[config.mk]
export PLATFORM = sky130hd
export DESIGN_NAME = pps_burst_gen
export DESIGN_NICKNAME = d
export VERILOG_FILES = /design/src/rtl/pps_burst_pkg.sv /design/src/rtl/pps_edge_sync.sv /design/src/rtl/phase_timer.sv /design/src/rtl/pulse_tally.sv /design/src/rtl/pps_burst_gen.sv
export SDC_FILE = /design/constraint.sdc
export NUM_CORES = 1
export LEC_CHECK = 0
export ABC_AREA = 1
export BUFFER_PORTS_ARGS = -buffer_cell sky130_fd_sc_hd__buf_2
export CORE_MARGIN = 2
export CORE_UTILIZATION = 40
export DETAILED_ROUTE_END_ITERATION = 8
export PLACE_DENSITY = 0.55
export SYNTH_ARGS = -nofsm -noshare
export SYNTH_HDL_FRONTEND = slang
export SYNTH_HIERARCHICAL = 1
export SYNTH_SLANG_ARGS = --single-unit
export TNS_END_PERCENT = 30
[constraint.sdc]
create_clock -name clk_i -period 3.9 [get_ports clk_i]
set_input_delay 1.17 -clock clk_i [delete_from_list [all_inputs] [get_ports clk_i]]
set_output_delay 1.17 -clock clk_i [all_outputs]
set_load 0.01 [all_outputs]
[src/rtl/pps_burst_pkg.sv]
package pps_burst_pkg;

    // Burst sequencer states
    typedef enum logic [1:0] {
        ST_IDLE = 2'd0,   // waiting for a mark edge
        ST_HIGH = 2'd1,   // output pulse high phase
        ST_LOW  = 2'd2    // output pulse low phase
    } burst_state_t;

endpackage

[src/rtl/pps_edge_sync.sv]
module pps_edge_sync #(
    parameter int STAGES = 2
) (
    input  logic clk_i,
    input  logic rst_i,
    input  logic async_i,
    output logic rise_o
);
    logic [STAGES-1:0] chain_q;
    logic              last_q;

    // synchronizer chain built stage by stage
    for (genvar g = 0; g < STAGES; g++) begin : g_stage
        if (g == 0) begin : g_first
            always_ff @(posedge clk_i) begin
                if (rst_i) chain_q[g] <= 1'b0;
                else       chain_q[g] <= async_i;
            end
        end else begin : g_next
            always_ff @(posedge clk_i) begin
                if (rst_i) chain_q[g] <= 1'b0;
                else       chain_q[g] <= chain_q[g-1];
            end
        end
    end

    always_ff @(posedge clk_i) begin
        if (rst_i) last_q <= 1'b0;
        else       last_q <= chain_q[STAGES-1];
    end

    assign rise_o = chain_q[STAGES-1] & ~last_q;
endmodule

[src/rtl/phase_timer.sv]
module phase_timer #(
    parameter int HALF_CYCLES = 2500
) (
    input  logic clk_i,
    input  logic rst_i,
    input  logic run_i,
    output logic expire_o
);
    localparam int TW = (HALF_CYCLES > 1) ? $clog2(HALF_CYCLES) : 1;
    localparam logic [TW-1:0] TERM = TW'(HALF_CYCLES - 1);

    logic [TW-1:0] cnt_q;

    assign expire_o = run_i && (cnt_q == TERM);

    always_ff @(posedge clk_i) begin
        if (rst_i || !run_i || expire_o) cnt_q <= '0;
        else                             cnt_q <= cnt_q + 1'b1;
    end
endmodule

[src/rtl/pulse_tally.sv]
module pulse_tally #(
    parameter int BURST_COUNT = 32768
) (
    input  logic clk_i,
    input  logic rst_i,
    input  logic clear_i,
    input  logic step_i,
    output logic last_o
);
    localparam int CW = (BURST_COUNT > 1) ? $clog2(BURST_COUNT) : 1;
    localparam logic [CW-1:0] FINAL = CW'(BURST_COUNT - 1);

    logic [CW-1:0] cnt_q;

    assign last_o = (cnt_q == FINAL);

    always_ff @(posedge clk_i) begin
        if (rst_i || clear_i) cnt_q <= '0;
        else if (step_i)      cnt_q <= cnt_q + 1'b1;
    end
endmodule

[src/rtl/pps_burst_gen.sv]
module pps_burst_gen
    import pps_burst_pkg::*;
#(
    parameter int BURST_COUNT = 32768,
    parameter int HALF_CYCLES = 2500,
    parameter int SYNC_STAGES = 2
) (
    input  logic clk_i,
    input  logic rst_i,
    input  logic pps_i,
    output logic pulse_o,
    output logic busy_o,
    output logic overrun_o
);
    burst_state_t state_q, state_d;
    logic pps_edge;
    logic phase_done;
    logic last_pulse;
    logic tally_clear;
    logic tally_step;

    pps_edge_sync #(.STAGES(SYNC_STAGES)) u_sync (
        .clk_i   (clk_i),
        .rst_i   (rst_i),
        .async_i (pps_i),
        .rise_o  (pps_edge)
    );

    phase_timer #(.HALF_CYCLES(HALF_CYCLES)) u_timer (
        .clk_i    (clk_i),
        .rst_i    (rst_i),
        .run_i    (state_q != ST_IDLE),
        .expire_o (phase_done)
    );

    assign tally_clear = (state_q == ST_IDLE);
    assign tally_step  = (state_q == ST_LOW) && phase_done;

    pulse_tally #(.BURST_COUNT(BURST_COUNT)) u_tally (
        .clk_i   (clk_i),
        .rst_i   (rst_i),
        .clear_i (tally_clear),
        .step_i  (tally_step),
        .last_o  (last_pulse)
    );

    // next-state logic: start, fall, again, finish
    always_comb begin
        state_d = state_q;
        unique case (state_q)
            ST_IDLE: if (pps_edge)   state_d = ST_HIGH;
            ST_HIGH: if (phase_done) state_d = ST_LOW;
            ST_LOW:  if (phase_done) state_d = last_pulse ? ST_IDLE : ST_HIGH;
            default:                 state_d = ST_IDLE;
        endcase
    end

    // state register
    always_ff @(posedge clk_i) begin
        if (rst_i) state_q <= ST_IDLE;
        else       state_q <= state_d;
    end

    // registered outputs
    always_ff @(posedge clk_i) begin
        if (rst_i) begin
            pulse_o   <= 1'b0;
            busy_o    <= 1'b0;
            overrun_o <= 1'b0;
        end else begin
            pulse_o   <= (state_d == ST_HIGH);
            busy_o    <= (state_d != ST_IDLE);
            overrun_o <= pps_edge && (state_q != ST_IDLE);
        end
    end
endmodule

Word-level counts from Yosys, hierarchy flattened. Cells that the tools add are included.

Add/subtract/negate cells: 2. Multipliers: 0. Div/mod/pow operators: 0. Order comparisons: 0. Eq/ne operators: 5. Shift-type cells: 0. Muxes and demuxes: 5. Bitwise operators: 2. Reductions and logical operators: 10.

Operators with widths (number): 15-bit by 1-bit adder with 15-bit output, second input constant (1); 15-bit == test, second input constant (1); 12-bit by 1-bit adder with 12-bit output, second input constant (1); 12-bit == test, second input constant (1); 2-bit two-way mux (3); 2-bit one-hot mux with 3 select lines (1); 2-bit by 1-bit == test with 1-bit output, second input constant (2); 2-bit nonzero test (2); 1-bit logical AND (3); 1-bit logical OR (3); 2-bit == test, second input constant (1); 2-bit zero test (1); 1-bit AND (1); 1-bit zero test (1); 1-bit two-way mux (1); 1-bit inverter (1).

Flip-flop bits (word level): 35. Bits in latches: 0. Bits in writable memories: 0. Bits in read-only memories: 0. Input port bits: 3. Output and inout port bits: 3. Memories kept: 0.

Longest topological paths before layout. Gate-level depths: netlist of the first run.

Depth after elaboration: 5. Depth in mapped cells: 15. Depth with buffers taken out: 14.

Hierarchy. The synthesis of the first run kept the hierarchy.

By module, submodules not included: pulse_tally (instances 1, cells an instance 108, area an instance 785.8 µm², seq. area each 300.3 µm²); phase_timer (instances 1, cells an instance 86, area an instance 608.1 µm², seq. area each 240.2 µm²); pps_burst_gen (instances 1, cells an instance 28, area an instance 201.4 µm², seq. area each 100.1 µm²); pps_edge_sync (instances 1, cells an instance 10, area an instance 86.3 µm², seq. area each 60.1 µm²).

Worst setup path before layout of the first run. OpenSTA, ideal clock, no wires.

Path type: register -> register. From: register u_timer.cnt_q[0]. To: register u_tally.cnt_q[9]. Library setup time: 116 ps. Arrival: 1621 ps. Path slack: 2163 ps. Stages on the path, launching flop included: 14. Buffers on the path: 1. Period minus slack after synthesis: 1737 ps. Path through: dfxtp_1 > ha_1 > nand2_1 > nor2_1 > nand3_2 > inv_1 > inv_1 > nor2_1 > buf_4 > nand3_1 > nor2_2 > nand2_2 > xor2_1 > nor2_1.

Cells in the longest elaborated chain, start to end: 3.

RTL lines: start, declared (line phase_timer.sv:12) `logic [TW-1:0] cnt_q;`; start signal, assigned (line phase_timer.sv:18) `else cnt_q <= cnt_q + 1'b1;`; 12-bit == test (line phase_timer.sv:14) `assign expire_o = run_i && (cnt_q == TERM);`; 1-bit logical AND (line phase_timer.sv:14); net phase_done (line pps_burst_gen.sv:17) `logic phase_done;`; 1-bit logical AND (line pps_burst_gen.sv:37) `assign tally_step = (state_q == ST_LOW) && phase_done;`; net tally_step (line pps_burst_gen.sv:20) `logic tally_step;`; end signal, assigned (line pulse_tally.sv:19) `else if (step_i) cnt_q <= cnt_q + 1'b1;`; end, declared (line pulse_tally.sv:13) `logic [CW-1:0] cnt_q;`.

The timed path passes the listed nets, and every way through them passes these cells. A chain may end at the register's enable or synchronous reset.

Final worst setup path of the first run. Ends and elaborated chain as after synthesis.

==> results of run 1 <==
## cell usage in the layout, fill, tap and decap left out
cell,n
nand2_1,49
inv_1,35
nor2_1,35
dfxtp_1,35
nand3_1,14
a21oi_1,13
nand2_2,6
clkbuf_8,6
nand4_1,5
o21ai_0,5
buf_2,5
nor2_4,5
xor2_1,5
nor2_2,4
nand3_2,3
o21ai_1,2
ha_1,2
clkinv_2,1
nand2_4,1
nor3_2,1
nor3b_1,1
a31oi_1,1
nor2_8,1
and2_1,1
inv_2,1
or2_0,1
a21oi_2,1
xnor2_1,1
or2_2,1
## worst min path at each step
stage	slack, ps	start	to	cells past startpoint
after CTS	420	u_sync/chain_q[0]	u_sync/chain_q[1]	2
after global routing	440	u_sync/chain_q[0]	u_sync/chain_q[1]	2
after floorplan	390	u_sync/chain_q[0]	u_sync/chain_q[1]	2
final	410	u_sync/chain_q[0]	u_sync/chain_q[1]	2
after detailed placement	410	u_sync/chain_q[0]	u_sync/chain_q[1]	2
after global placement	410	u_sync/chain_q[0]	u_sync/chain_q[1]	2
## sequential cells by signal, indices dropped and copies added (netlist names)
signal and cells:
pulse_o 1, u_sync/last_q 1, u_timer/cnt_q 12, busy_o 1, u_sync/chain_q 2, state_q 2, u_tally/cnt_q 15, overrun_o 1
## logic make-up after synthesis
kind of cell               synth area share
DFF                                   0.417
and+or+nand+nor                       0.377
buffers and inverters                0.0923
xor gates and xnor gates             0.0312
adders and majority gates            0.0149
AOI/OAI and AO/OA                    0.0685
## final cells by class
cell class,count,area (sq um)
inverters,36,135
multi-input cells,158,826
clock buffers,6,82.6
repair buffers,5,25.0
clock inverters,1,5.00
fillers,427,2190
flip-flops and latches,35,701
well taps,50,62.6
## worst max-delay path: cells and delay by family, from the launching register on
family | cells | cell delay [ps]
fa+ha+maj | 1 | 200
xor+xnor | 1 | 130
buf+inv | 2 | 170
flops | 1 | 370
simple gates | 8 | 1310
## layer usage
metal  vias up  GRT usage  wire length [um]
met5         -          0                 0
met4         0     0.0662                37
met3         4     0.0487                81
met2         8      0.222              1240
met1       572      0.182              1500
li1        732          -                 -
## power groups by stage
stage / registers (W) / clock network (W) / logic [W]
finish: 0.000362 / 0.000268 / 0.0000143
global route: 0.000362 / 0.000290 / 0.0000170
CTS: 0.000362 / 0.000280 / 0.0000147
detailed placement: 0.000370 / 0 / 0.0000147
global placement: 0.000370 / 0 / 0.0000146
floorplan: 0.000370 / 0 / 0.00000984
## per-stage QoR
| step | util | instance area (sq um) |
|---|---|---|
| 2_1_floorplan | - | 1680 |
| 6_report | 0.456 | 1840 |
| 4_1_cts | 0.456 | 1840 |
| 5_1_grt | 0.456 | 1840 |
| 3_3_place_gp | 0.434 | 1750 |
| 3_5_place_dp | 0.434 | 1750 |
==> Flow_metrics.wiki, run 1 <==
{| class="wikitable"
! Metric !! Value
|-
| Worst-case clock skew || 5.83 ps
|-
| Distinct cell type count of the synthesized netlist || 28
|-
| Capturing element type of the critical path || flop
|-
| Start-to-end type of the worst setup path || flop to flop
|-
| Global placer's final weighted congestion || 0.779
|-
| First-pass GRT wire length || 4950 um
|-
| Number of standard-cell rows in the floorplan || 23
|-
| Worst Setup Start Kind || flop
|-
| Number of enable-type register cells in the synthesized netlist || 0
|-
| Cell with the largest stage delay on the worst path || nor2_1
|-
| Nets@finish || 246
|-
| Effective utilization at floorplan || 0.417
|-
| Clock H-tree levels || 2
|-
| Hold violation count in the final report || 0
|-
| Area added between synthesis and finish || 9.23%
|-
| Maximum fanout count along the critical path || 10
|-
| Die Span Y || 68.8 um
|-
| Max Buffers Root-to-Sink || 2
|-
| Count of cells along the worst register-to-register path || 12
|-
| Reg-to-Reg Start || u_timer/cnt_q[0]
|-
| Post-route insts no fill || 291
|-
| Design internal power || 0.000504 W
|-
| Sequential group share of total power || 0.562
|-
| Maximum vdd drop || 223 uV
|-
| Fraction of synthesis flops using an asynchronous set or reset pin || 0
|-
| Final critical path time including I/O delays and setup || 2280 ps
|-
| Total power divided by cell area || 350 nW/um^2
|-
| Max-Cap Viols || 0
|-
| GR Util All Layers || 0.144
|-
| Synth warnings || 6
|-
| Number of placed cells counting well taps || 284
|-
| Reg-to-Reg End || u_tally/cnt_q[9]
|-
| Post-detailed-route via-to-cell ratio || 4.52
|-
| Post-placement worst setup slack || 1580 ps
|-
| Number of port buffers || 5
|-
| Post-DR wirelength/cell || 9.84 um
|-
| Post-cts sizing count || 0
|-
| Standby leakage power || 0.722 nW
|-
| Cell with the most instances on the worst path || nor2_1
|-
| Total Die Area || 4740 sq um
|-
| Part of the power in the clock network || 0.416
|-
| Flip-flop and latch count after synthesis || 35
|-
| Area of the core region || 4030 sq um
|-
| Count of pins over their slew limit || 0
|-
| Worst Setup EP || u_tally/cnt_q[9]
|-
| Clock latency reported for the late side of the worst-skew pair || 280 ps
|-
| Gate Count Post-Synth || 232
|-
| Largest stage delay on the critical path || 480 ps
|-
| Setup-violating endpoint count in the final report || 0
|-
| Clock buffers created by TritonCTS || 5
|-
| Critical path data arrival time || 2460 ps
|-
| Diode count || 0
|-
| Most frequent cell after synthesis || nand2_1
|-
| Final wirelength || 2860 um
|-
| Switching component of the power || 0.000140 W
|-
| Setup slack of the most critical reg-to-reg path || 1620 ps
|-
| Final worst path period share || 0.584
|-
| Req. time, crit path || 4080 ps
|-
| Highest achievable clock rate || 439 MHz
|-
| Pin count of the biggest net entering global routing || 12
|-
| Syn avg cell area || 7.25 sq um
|-
| Ordered list of cells on the worst path || ha_1 > nand2_1 > nor2_1 > nand3_2 > inv_1 > inv_1 > nor2_1 > nand3_1 > nor2_2 > nand2_2 > xor2_1 > nor2_1
|-
| Setup repair after global routing missed its margin || no
|-
| Half-perimeter wire length after placement || 2120 um
|-
| Switching fraction of total power || 0.217
|-
| Overall Power || 0.000644 W
|-
| Sequential cell area fraction in the yosys report || 0.417
|-
| Count of vias placed by the detailed router || 1316
|-
| CTS tree || built
|-
| Total standard cell area after synthesis || 1680 sq um
|-
| Number of buffers added to fix hold violations after cts || 0
|-
| Run status || complete, no violations
|-
| Share of the synthesized area in the top cell type || 0.417
|-
| Number of sinks on the clock net || 35
|-
| Worst hold path type || flop to flop
|-
| Launching instance or port of the critical path || u_timer/cnt_q[0]
|-
| Via count of the first global-routing pass || 1165
|-
| Setup fix buffers added after clock tree synthesis || 0
|-
| Overall overflow remaining after global route || 0
|-
| Initial antenna violation count || 0
|-
| Final setup slack of the worst path || 1620 ps
|-
| Clk pin slew, worst setup/hold paths || 70 ps
|-
| Root buffer cell || clkbuf_8
|-
| Worst-case headroom to the max-slew limit || 0.555
|-
| Most used flip-flop cell after synthesis || dfxtp_1
|-
| Combinational share of power || 0.022
|-
| Worst hold-check slack || 414 ps
|-
| Number of iterations in the first detailed-routing pass || 4
|-
| Remaining antenna violation count after routing || 0
|-
| Top cells by instance count after synthesis || nand2_1, dfxtp_1, inv_1, nor2_1, nand3_1
|-
| Top area cells in the synthesized netlist || dfxtp_1, nand2_1, inv_1, nor2_1, nand3_1
|-
| Die X-Extent || 68.8 um
|-
| Total nets after synthesis || 237
|-
| Largest area contributor in the netlist || dfxtp_1
|-
| Drc violations || 0
|-
| Worst-Margin Slew || 665 ps
|-
| Setup TNS || 0 ps
|-
| Iteration-0 DRC Markers || 38
|-
| I/O pin cnt || 6
|-
| Proportion of layout cells with a drive suffix above 1 || 0.149
|}
(Power assumes the default switching activity.)
==> inputs of run 2 (changes only) <==
--- a/config.mk
+++ b/config.mk
@@ -5,12 +5,12 @@
 export SDC_FILE = /design/constraint.sdc
 export NUM_CORES = 1
 export LEC_CHECK = 0
-export ABC_AREA = 1
+export ABC_AREA = 0
 export BUFFER_PORTS_ARGS = -buffer_cell sky130_fd_sc_hd__buf_2
 export CORE_MARGIN = 2
 export CORE_UTILIZATION = 40
 export DETAILED_ROUTE_END_ITERATION = 8
-export PLACE_DENSITY = 0.55
+export PLACE_DENSITY = 0.57
 export SYNTH_ARGS = -nofsm -noshare
 export SYNTH_HDL_FRONTEND = slang
 export SYNTH_HIERARCHICAL = 1
==> constraint.sdc (replaced) <==
create_clock -name clk_i -period 2.05 [get_ports clk_i]
set_input_delay 0.615 -clock clk_i [delete_from_list [all_inputs] [get_ports clk_i]]
set_output_delay 0.615 -clock clk_i [all_outputs]
set_load 0.01 [all_outputs]
==> Flow_metrics.wiki, run 2 <==
{| class="wikitable"
! Metric !! Value
|-
| GR Util All Layers || 0.174 (+0.0296)
|-
| Number of cells on the worst hold path || 1 (-1)
|-
| Clock latency reported for the late side of the worst-skew pair || 280 ps (about the same)
|-
| Filler instances || 358 (-16%)
|-
| Number of standard-cell rows in the floorplan || 23 (unchanged)
|-
| Run status || finished with violations
|-
| Critical path data arrival time || 2580 ps (+120 ps)
|-
| Worst-Margin Slew || 518 ps (-147 ps)
|-
| Start-to-end type of the worst setup path || flop to flop
|-
| Standby leakage power || 0.723 nW (+0.15%)
|-
| Clock H-tree levels || 2 (unchanged)
|-
| Overall Power || 0.00127 W (+97%)
|-
| Setup-violating endpoint count in the final report || 15 (+15)
|-
| Drc violations || 0 (unchanged)
|-
| Number of enable-type register cells in the synthesized netlist || 0 (unchanged)
|-
| Leading cell types in the layout, fill and taps excluded || dfxtp_1, buf_4, nor2_1
|-
| Highest achievable clock rate || 422 MHz (-3.8%)
|-
| Top flop regs || u_tally/cnt_q (15), u_timer/cnt_q (12)
|-
| Worst Setup Start Kind || flop
|-
| Post-route insts no fill || 261 (-10%)
|-
| Final worst path period share || 1.15 (+0.571)
|-
| Number of iterations in the first detailed-routing pass || 4 (unchanged)
|-
| Largest area contributor in the netlist || dfxtp_1
|-
| Remaining antenna violation count after routing || 0 (unchanged)
|-
| Number of flip-flops in the largest register || 15 (unchanged)
|-
| I/O pin cnt || 6 (unchanged)
|-
| Diode count || 0 (unchanged)
|-
| Total area of multi-input combinational cells || 938 sq um (+14%)
|-
| Root buffer cell || clkbuf_8
|-
| Max Buffers Root-to-Sink || 2 (unchanged)
|-
| Combinational share of power || 0.032 (+0.010)
|-
| Distinct cell type count of the synthesized netlist || 35 (+25%)
|-
| Via count of the first global-routing pass || 1377 (+18%)
|-
| Worst-case headroom to the max-slew limit || 0.654 (+0.0989)
|-
| Clock buffers created by TritonCTS || 5 (unchanged)
|-
| Global placer's final weighted congestion || 0.823 (+5.6%)
|-
| Final wirelength || 3410 um (+19%)
|-
| Number of sinks on the clock net || 35 (unchanged)
|-
| Hold violation count in the final report || 0 (unchanged)
|-
| Part of the power in the clock network || 0.427 (+0.011)
|-
| Maximum fanout count along the critical path || 4 (-6)
|-
| Req. time, crit path || 2260 ps (-1820 ps)
|-
| Half-perimeter wire length after placement || 2360 um (+11%)
|-
| Worst hold path type || flop to flop
|-
| Most frequent cell after synthesis || dfxtp_1
|-
| Nets@finish || 215 (-13%)
|-
| CTS tree || built
|-
| Total Die Area || 4560 sq um (-3.7%)
|-
| Most used flip-flop cell after synthesis || dfxtp_1
|-
| Reg-to-Reg End || u_tally/cnt_q[13]
|-
| Number of port buffers || 5 (unchanged)
|-
| Area added between synthesis and finish || 27.3%
|-
| Register cell area after layout || 702 sq um (+0.18%)
|-
| Total nets after synthesis || 182 (-23%)
|-
| Final critical path time including I/O delays and setup || 2370 ps (+90.3 ps)
|-
| Setup slack of the most critical reg-to-reg path || -320 ps (-1940 ps)
|-
| Top cells by instance count after synthesis || dfxtp_1, nor2_1, a21oi_1, nand2_1, or3_1
|-
| Maximum vdd drop || 447 uV (+100%)
|-
| Total power divided by cell area || 617 nW/um^2 (+76%)
|-
| Violations in the final reports || negative setup slack
|-
| Setup repair after global routing missed its margin || yes
|-
| Total standard cell area after synthesis || 1620 sq um (-3.9%)
|-
| Switching fraction of total power || 0.205 (-0.0120)
|-
| Proportion of layout cells with a drive suffix above 1 || 0.284 (+0.135)
|-
| Register with the most flip-flops || u_tally/cnt_q
|-
| Post-DR wirelength/cell || 13.1 um (+33%)
|-
| Flip-flop and latch count after synthesis || 35 (unchanged)
|-
| Count of cells along the worst register-to-register path || 10 (-2)
|-
| Gate Count Post-Synth || 177 (-24%)
|-
| Initial antenna violation count || 0 (unchanged)
|-
| Design internal power || 0.00101 W (+100%)
|-
| Reg-to-Reg Start || u_timer/cnt_q[5]
|-
| Number of buffers added to fix hold violations after cts || 0 (unchanged)
|-
| Share of the synthesized area in the top cell type || 0.434 (+0.0171)
|-
| Most common cell after layout, fill and taps aside || dfxtp_1
|-
| Synth warnings || 6 (unchanged)
|-
| Iteration-0 DRC Markers || 42 (+11%)
|-
| Fraction of synthesis flops using an asynchronous set or reset pin || 0 (unchanged)
|-
| Top area cells in the synthesized netlist || dfxtp_1, or3_1, mux2i_1, a21oi_1, nand3_1
|-
| Syn avg cell area || 9.13 sq um (+26%)
|-
| Count of vias placed by the detailed router || 1415 (+7.5%)
|-
| Number of placed cells counting well taps || 250 (-12%)
|-
| Sequential group share of total power || 0.542 (-0.020)
|-
| Sequential cell area fraction in the yosys report || 0.434 (+0.0171)
|-
| Area of the core region || 3940 sq um (-2.1%)
|-
| Capturing element type of the critical path || flop
|-
| Capture endpoint of the worst hold path || u_sync/last_q
|-
| Worst Min Path Start || u_sync/chain_q[1]
|-
| Worst-case clock skew || 3.38 ps (-2.45 ps)
|-
| Pin count of the biggest net entering global routing || 17 (+5)
|-
| Launching instance or port of the critical path || u_timer/cnt_q[5]
|-
| Clk pin slew, worst setup/hold paths || 70 ps (about the same)
|-
| Max-Cap Viols || 0 (unchanged)
|-
| First-pass GRT wire length || 5900 um (+19%)
|-
| Die X-Extent || 67.5 um (-1.9%)
|-
| Switching component of the power || 0.000260 W (+86%)
|-
| Final setup slack of the worst path || -317 ps (-1940 ps)
|-
| Overall overflow remaining after global route || 0 (unchanged)
|-
| Die Span Y || 67.5 um (-1.9%)
|-
| Effective utilization at floorplan || 0.410 (-0.00768)
|-
| Count of pins over their slew limit || 0 (unchanged)
|-
| Post-detailed-route via-to-cell ratio || 5.42 (+20%)
|}
run 2: per-stage QoR:
step                      setup slack [ps]   util  TNS, ps  area (sq um)  hold slack [ps]
after floorplan                       -261      -    -2190          1640              414
after global placement                -247  0.468    -2080          1850              428
after detailed placement              -390  0.468    -3480          1850              458
after CTS                             -278  0.519    -2660          2050              471
after global routing                  -442  0.522    -4590          2060              477
final                                 -317  0.522    -2580          2060              465
run 2: worst max path at each step:
stage and endpoint:
5_1_grt u_tally/cnt_q[13], 3_3_place_gp u_tally/cnt_q[13], 2_1_floorplan u_tally/cnt_q[7], 6_report u_tally/cnt_q[13], 3_5_place_dp u_tally/cnt_q[13], 4_1_cts u_tally/cnt_q[13]
run 2: power by group through the flow:
| stage | Sequential, W | Clock [W] | Combinational [W] |
|---|---|---|---|
| 3_3_place_gp | 0.000703 | 0 | 0.0000386 |
| 6_report | 0.000688 | 0.000542 | 0.0000403 |
| 3_5_place_dp | 0.000704 | 0 | 0.0000401 |
| 2_1_floorplan | 0.000705 | 0 | 0.0000259 |
| 5_1_grt | 0.000688 | 0.000595 | 0.0000448 |
| 4_1_cts | 0.000688 | 0.000558 | 0.0000406 |
run 2: final cells by class:
class / instances / share of cell area
flip-flops and latches: 35 / 0.341
well taps: 50 / 0.0304
inverters: 5 / 0.00912
multi-input cells: 131 / 0.456
clock buffers: 8 / 0.0487
repair buffers: 32 / 0.114
run 2: cells by family (layout without fill, tap and decap cells):
family	after synthesis	in the layout	synth area share
AOI/OAI and AO/OA	30	30	0.121
buffers and inverters	11	45	0.0465
xor gates and xnor gates	7	7	0.0380
and+or+nand+nor	85	85	0.302
muxes	7	7	0.0434
adders and majority gates	2	2	0.0155
DFF	35	35	0.434
run 2: timing repair:
action | CTS | global route
gates resized for setup | 13 | 4
endpoints found under the setup margin | 15 | 17
buffers inserted | 4 | 0
pin swaps | 4 | 0
run 2: critical path, cell delays in order, from the launching register on:
cell	delay (ps)
dfxtp_2	320
or4_4	550
nor4_4	140
and2_4	180
inv_2	40
nor3b_2	170
buf_4	160
nand4_1	160
buf_6	190
nor4_4	180
mux2i_1	210
run 2: metal layers:
layer,GRT usage,part of all wire,up-vias
met4,0.0867,0.025,0
met1,0.185,0.42,673
li1,-,-,714
met2,0.310,0.52,20
met5,0,0,-
met3,0.0500,0.026,8
==> inputs of run 3 (changes only) <==
--- a/config.mk
+++ b/config.mk
@@ -6,11 +6,11 @@
 export NUM_CORES = 1
 export LEC_CHECK = 0
 export ABC_AREA = 0
-export BUFFER_PORTS_ARGS = -buffer_cell sky130_fd_sc_hd__buf_2
 export CORE_MARGIN = 2
 export CORE_UTILIZATION = 40
 export DETAILED_ROUTE_END_ITERATION = 8
-export PLACE_DENSITY = 0.57
+export DONT_BUFFER_PORTS = 1
+export PLACE_DENSITY = 0.55
 export SYNTH_ARGS = -nofsm -noshare
 export SYNTH_HDL_FRONTEND = slang
 export SYNTH_HIERARCHICAL = 1
==> Flow_metrics.wiki, run 3 (same netlist as run 2, synthesis figures left out) <==
{| class="wikitable"
! Metric !! Value
|-
| Iteration-0 DRC Markers || 103 (+150%)
|-
| Highest achievable clock rate || 419 MHz (-0.83%)
|-
| Start-to-end type of the worst setup path || flop to flop
|-
| Setup TNS || -3210 ps (-627 ps)
|-
| Setup repair after global routing missed its margin || yes
|-
| Cell with the most instances on the worst path || buf_4
|-
| Count of cells along the worst register-to-register path || 10 (unchanged)
|-
| Top flop regs || u_tally/cnt_q (15), u_timer/cnt_q (12)
|-
| Overall overflow remaining after global route || 0 (unchanged)
|-
| Initial antenna violation count || 0 (unchanged)
|-
| Ordered list of cells on the worst path || or4_4 > nor4_4 > and2_4 > inv_2 > nor3b_2 > buf_4 > nand4_1 > buf_4 > or3_1 > a21oi_1
|-
| Global placer's final weighted congestion || 0.794 (-3.5%)
|-
| Post-detailed-route via-to-cell ratio || 5.40 (-0.40%)
|-
| Worst Setup Start Kind || flop
|-
| Proportion of layout cells with a drive suffix above 1 || 0.276 (-0.00817)
|-
| Post-route insts no fill || 260 (-0.38%)
|-
| Final wirelength || 3460 um (+1.5%)
|-
| Cell with the largest stage delay on the worst path || or4_4
|-
| CP delay by family, top || simple AND/OR/NAND/NOR gates
|-
| First-pass GRT wire length || 5990 um (+1.5%)
|-
| Clock buffers created by TritonCTS || 5 (unchanged)
|-
| Worst hold path type || input port to flop
|-
| Count of vias placed by the detailed router || 1404 (-0.78%)
|-
| Number of flip-flops in the largest register || 15 (unchanged)
|-
| Number of iterations in the first detailed-routing pass || 6 (+2)
|-
| I/O pin cnt || 6 (unchanged)
|-
| Max Buffers Root-to-Sink || 2 (unchanged)
|-
| Total power divided by cell area || 639 nW/um^2 (+3.5%)
|-
| Stages on the worst setup path || 10 (unchanged)
|-
| Die X-Extent || 67.5 um (unchanged)
|-
| Capturing element type of the critical path || flop
|-
| Most common cell after layout, fill and taps aside || dfxtp_1
|-
| Die Span Y || 67.5 um (unchanged)
|-
| CTS tree || built
|-
| Number of placed cells counting well taps || 246 (-1.6%)
|-
| Final worst path period share || 1.16 (+0.00961)
|-
| Reg-to-Reg Start || u_timer/cnt_q[5]
|-
| Worst-case clock skew || 9.85 ps (+6.47 ps)
|-
| Count of pins over their slew limit || 0 (unchanged)
|-
| Overall Power || 0.00131 W (+2.9%)
|-
| Violations in the final reports || negative setup slack
|-
| Number of buffers added to fix hold violations after cts || 0 (unchanged)
|-
| Worst-Margin Slew || 509 ps (-9.28 ps)
|-
| GR Util All Layers || 0.177 (+0.00296)
|-
| Final setup slack of the worst path || -337 ps (-19.7 ps)
|-
| Effective utilization at floorplan || 0.410 (unchanged)
|-
| Total Die Area || 4560 sq um (unchanged)
|-
| Half-perimeter wire length after placement || 2370 um (+0.31%)
|-
| Pin count of the biggest net entering global routing || 17 (unchanged)
|-
| Nets@finish || 215 (unchanged)
|-
| Final core utilization || 0.519 (-0.00286)
|-
| Area of the core region || 3940 sq um (unchanged)
|-
| Post-DR wirelength/cell || 13.3 um (+1.9%)
|-
| Max-Cap Viols || 0 (unchanged)
|-
| Setup-violating endpoint count in the final report || 15 (unchanged)
|-
| Clock H-tree levels || 2 (unchanged)
|-
| Run status || finished with violations
|-
| Count of buffer and inverter cells on the critical path || 3 (unchanged)
|-
| Req. time, crit path || 2270 ps (about the same)
|-
| Register with the most flip-flops || u_tally/cnt_q
|-
| Remaining antenna violation count after routing || 0 (unchanged)
|-
| Hold violation count in the final report || 0 (unchanged)
|-
| Number of sinks on the clock net || 35 (unchanged)
|-
| Worst-case headroom to the max-slew limit || 0.660 (+0.00590)
|-
| Number of port buffers || 0 (-5)
|-
| Number of standard-cell rows in the floorplan || 23 (unchanged)
|-
| Worst Min Path Start || rst_i
|-
| Maximum vdd drop || 349 uV (-22%)
|-
| Number of cells on the worst hold path || 1 (unchanged)
|-
| Maximum fanout count along the critical path || 3 (-1)
|-
| Worst hold-check slack || 402 ps (-63.2 ps)
|-
| Via count of the first global-routing pass || 1343 (-2.5%)
|-
| Diode count || 0 (unchanged)
|-
| Launching instance or port of the critical path || u_timer/cnt_q[5]
|-
| Critical path data arrival time || 2610 ps (+30 ps)
|-
| Clock latency reported for the late side of the worst-skew pair || 280 ps (about the same)
|-
| Final critical path time including I/O delays and setup || 2390 ps (+19.7 ps)
|-
| Root buffer cell || clkbuf_8
|-
| Clk pin slew, worst setup/hold paths || 70 ps (about the same)
|-
| Area added between synthesis and finish || 26.6%
|-
| Largest stage delay on the critical path || 550 ps (about the same)
|-
| Leading cell types in the layout, fill and taps excluded || dfxtp_1, buf_4, nor2_1
|-
| Drc violations || 0 (unchanged)
|-
| Standby leakage power || 0.689 nW (-4.8%)
|}
==> run 3: cell types whose count changed in the layout (fill, tap and decap cells not counted), moves of 2 or more <==
cell,change
buf_4,+6
buf_2,-5
clkbuf_8,-2
nor4_2,+2
nor4_4,-2
==> run 3: cell type report <==
type	count	area (sq um)
clock inverter	1	30.0
multi-input combinational	131	915
timing repair buffer	32	244
tap	50	62.6
sequential	35	703
inverter	5	18.8
fill	345	1900
clock buffer	6	72.6
==> run 3: path summary, 6_finish.rpt <==
path | slack [ps] | to
max | -340 | u_tally/cnt_q[7]
max reg2reg | -340 | u_tally/cnt_q[7]
min reg2reg | 450 | u_sync/chain_q[1]
min | 400 | state_q[1]
==> run 3: repair_timing <==
item / CTS / global route
endpoints found under the setup margin: 15 / 17
endpoints found under the hold margin: 0 / 0
pin swaps: 2 / 2
cloned: 0 / 0
resized for setup: 8 / 5
buffers inserted: 4 / 3
==> run 3: layer usage <==
metal | GRT usage | wire (um) | up-vias
li1 | - | - | 714
met1 | 0.232 | 1710 | 656
met2 | 0.261 | 1570 | 29
met3 | 0.0583 | 131 | 5
met4 | 0.0816 | 46 | 0
met5 | 0 | 0 | -
==> run 3: through the flow <==
step	cell area [sq um]	setup slack [ps]
after floorplan	1640	-261
after global placement	1830	-213
after detailed placement	1830	-348
after CTS	2000	-265
after global routing	2050	-468
final	2050	-337
==> run 3: power by group <==
group          switching [W]   total, W  internal (W)
Clock               0.000232   0.000588      0.000356
Combinational      0.0000162  0.0000294     0.0000132
Sequential        0.00000369   0.000690      0.000686
Total               0.000252    0.00131       0.00106
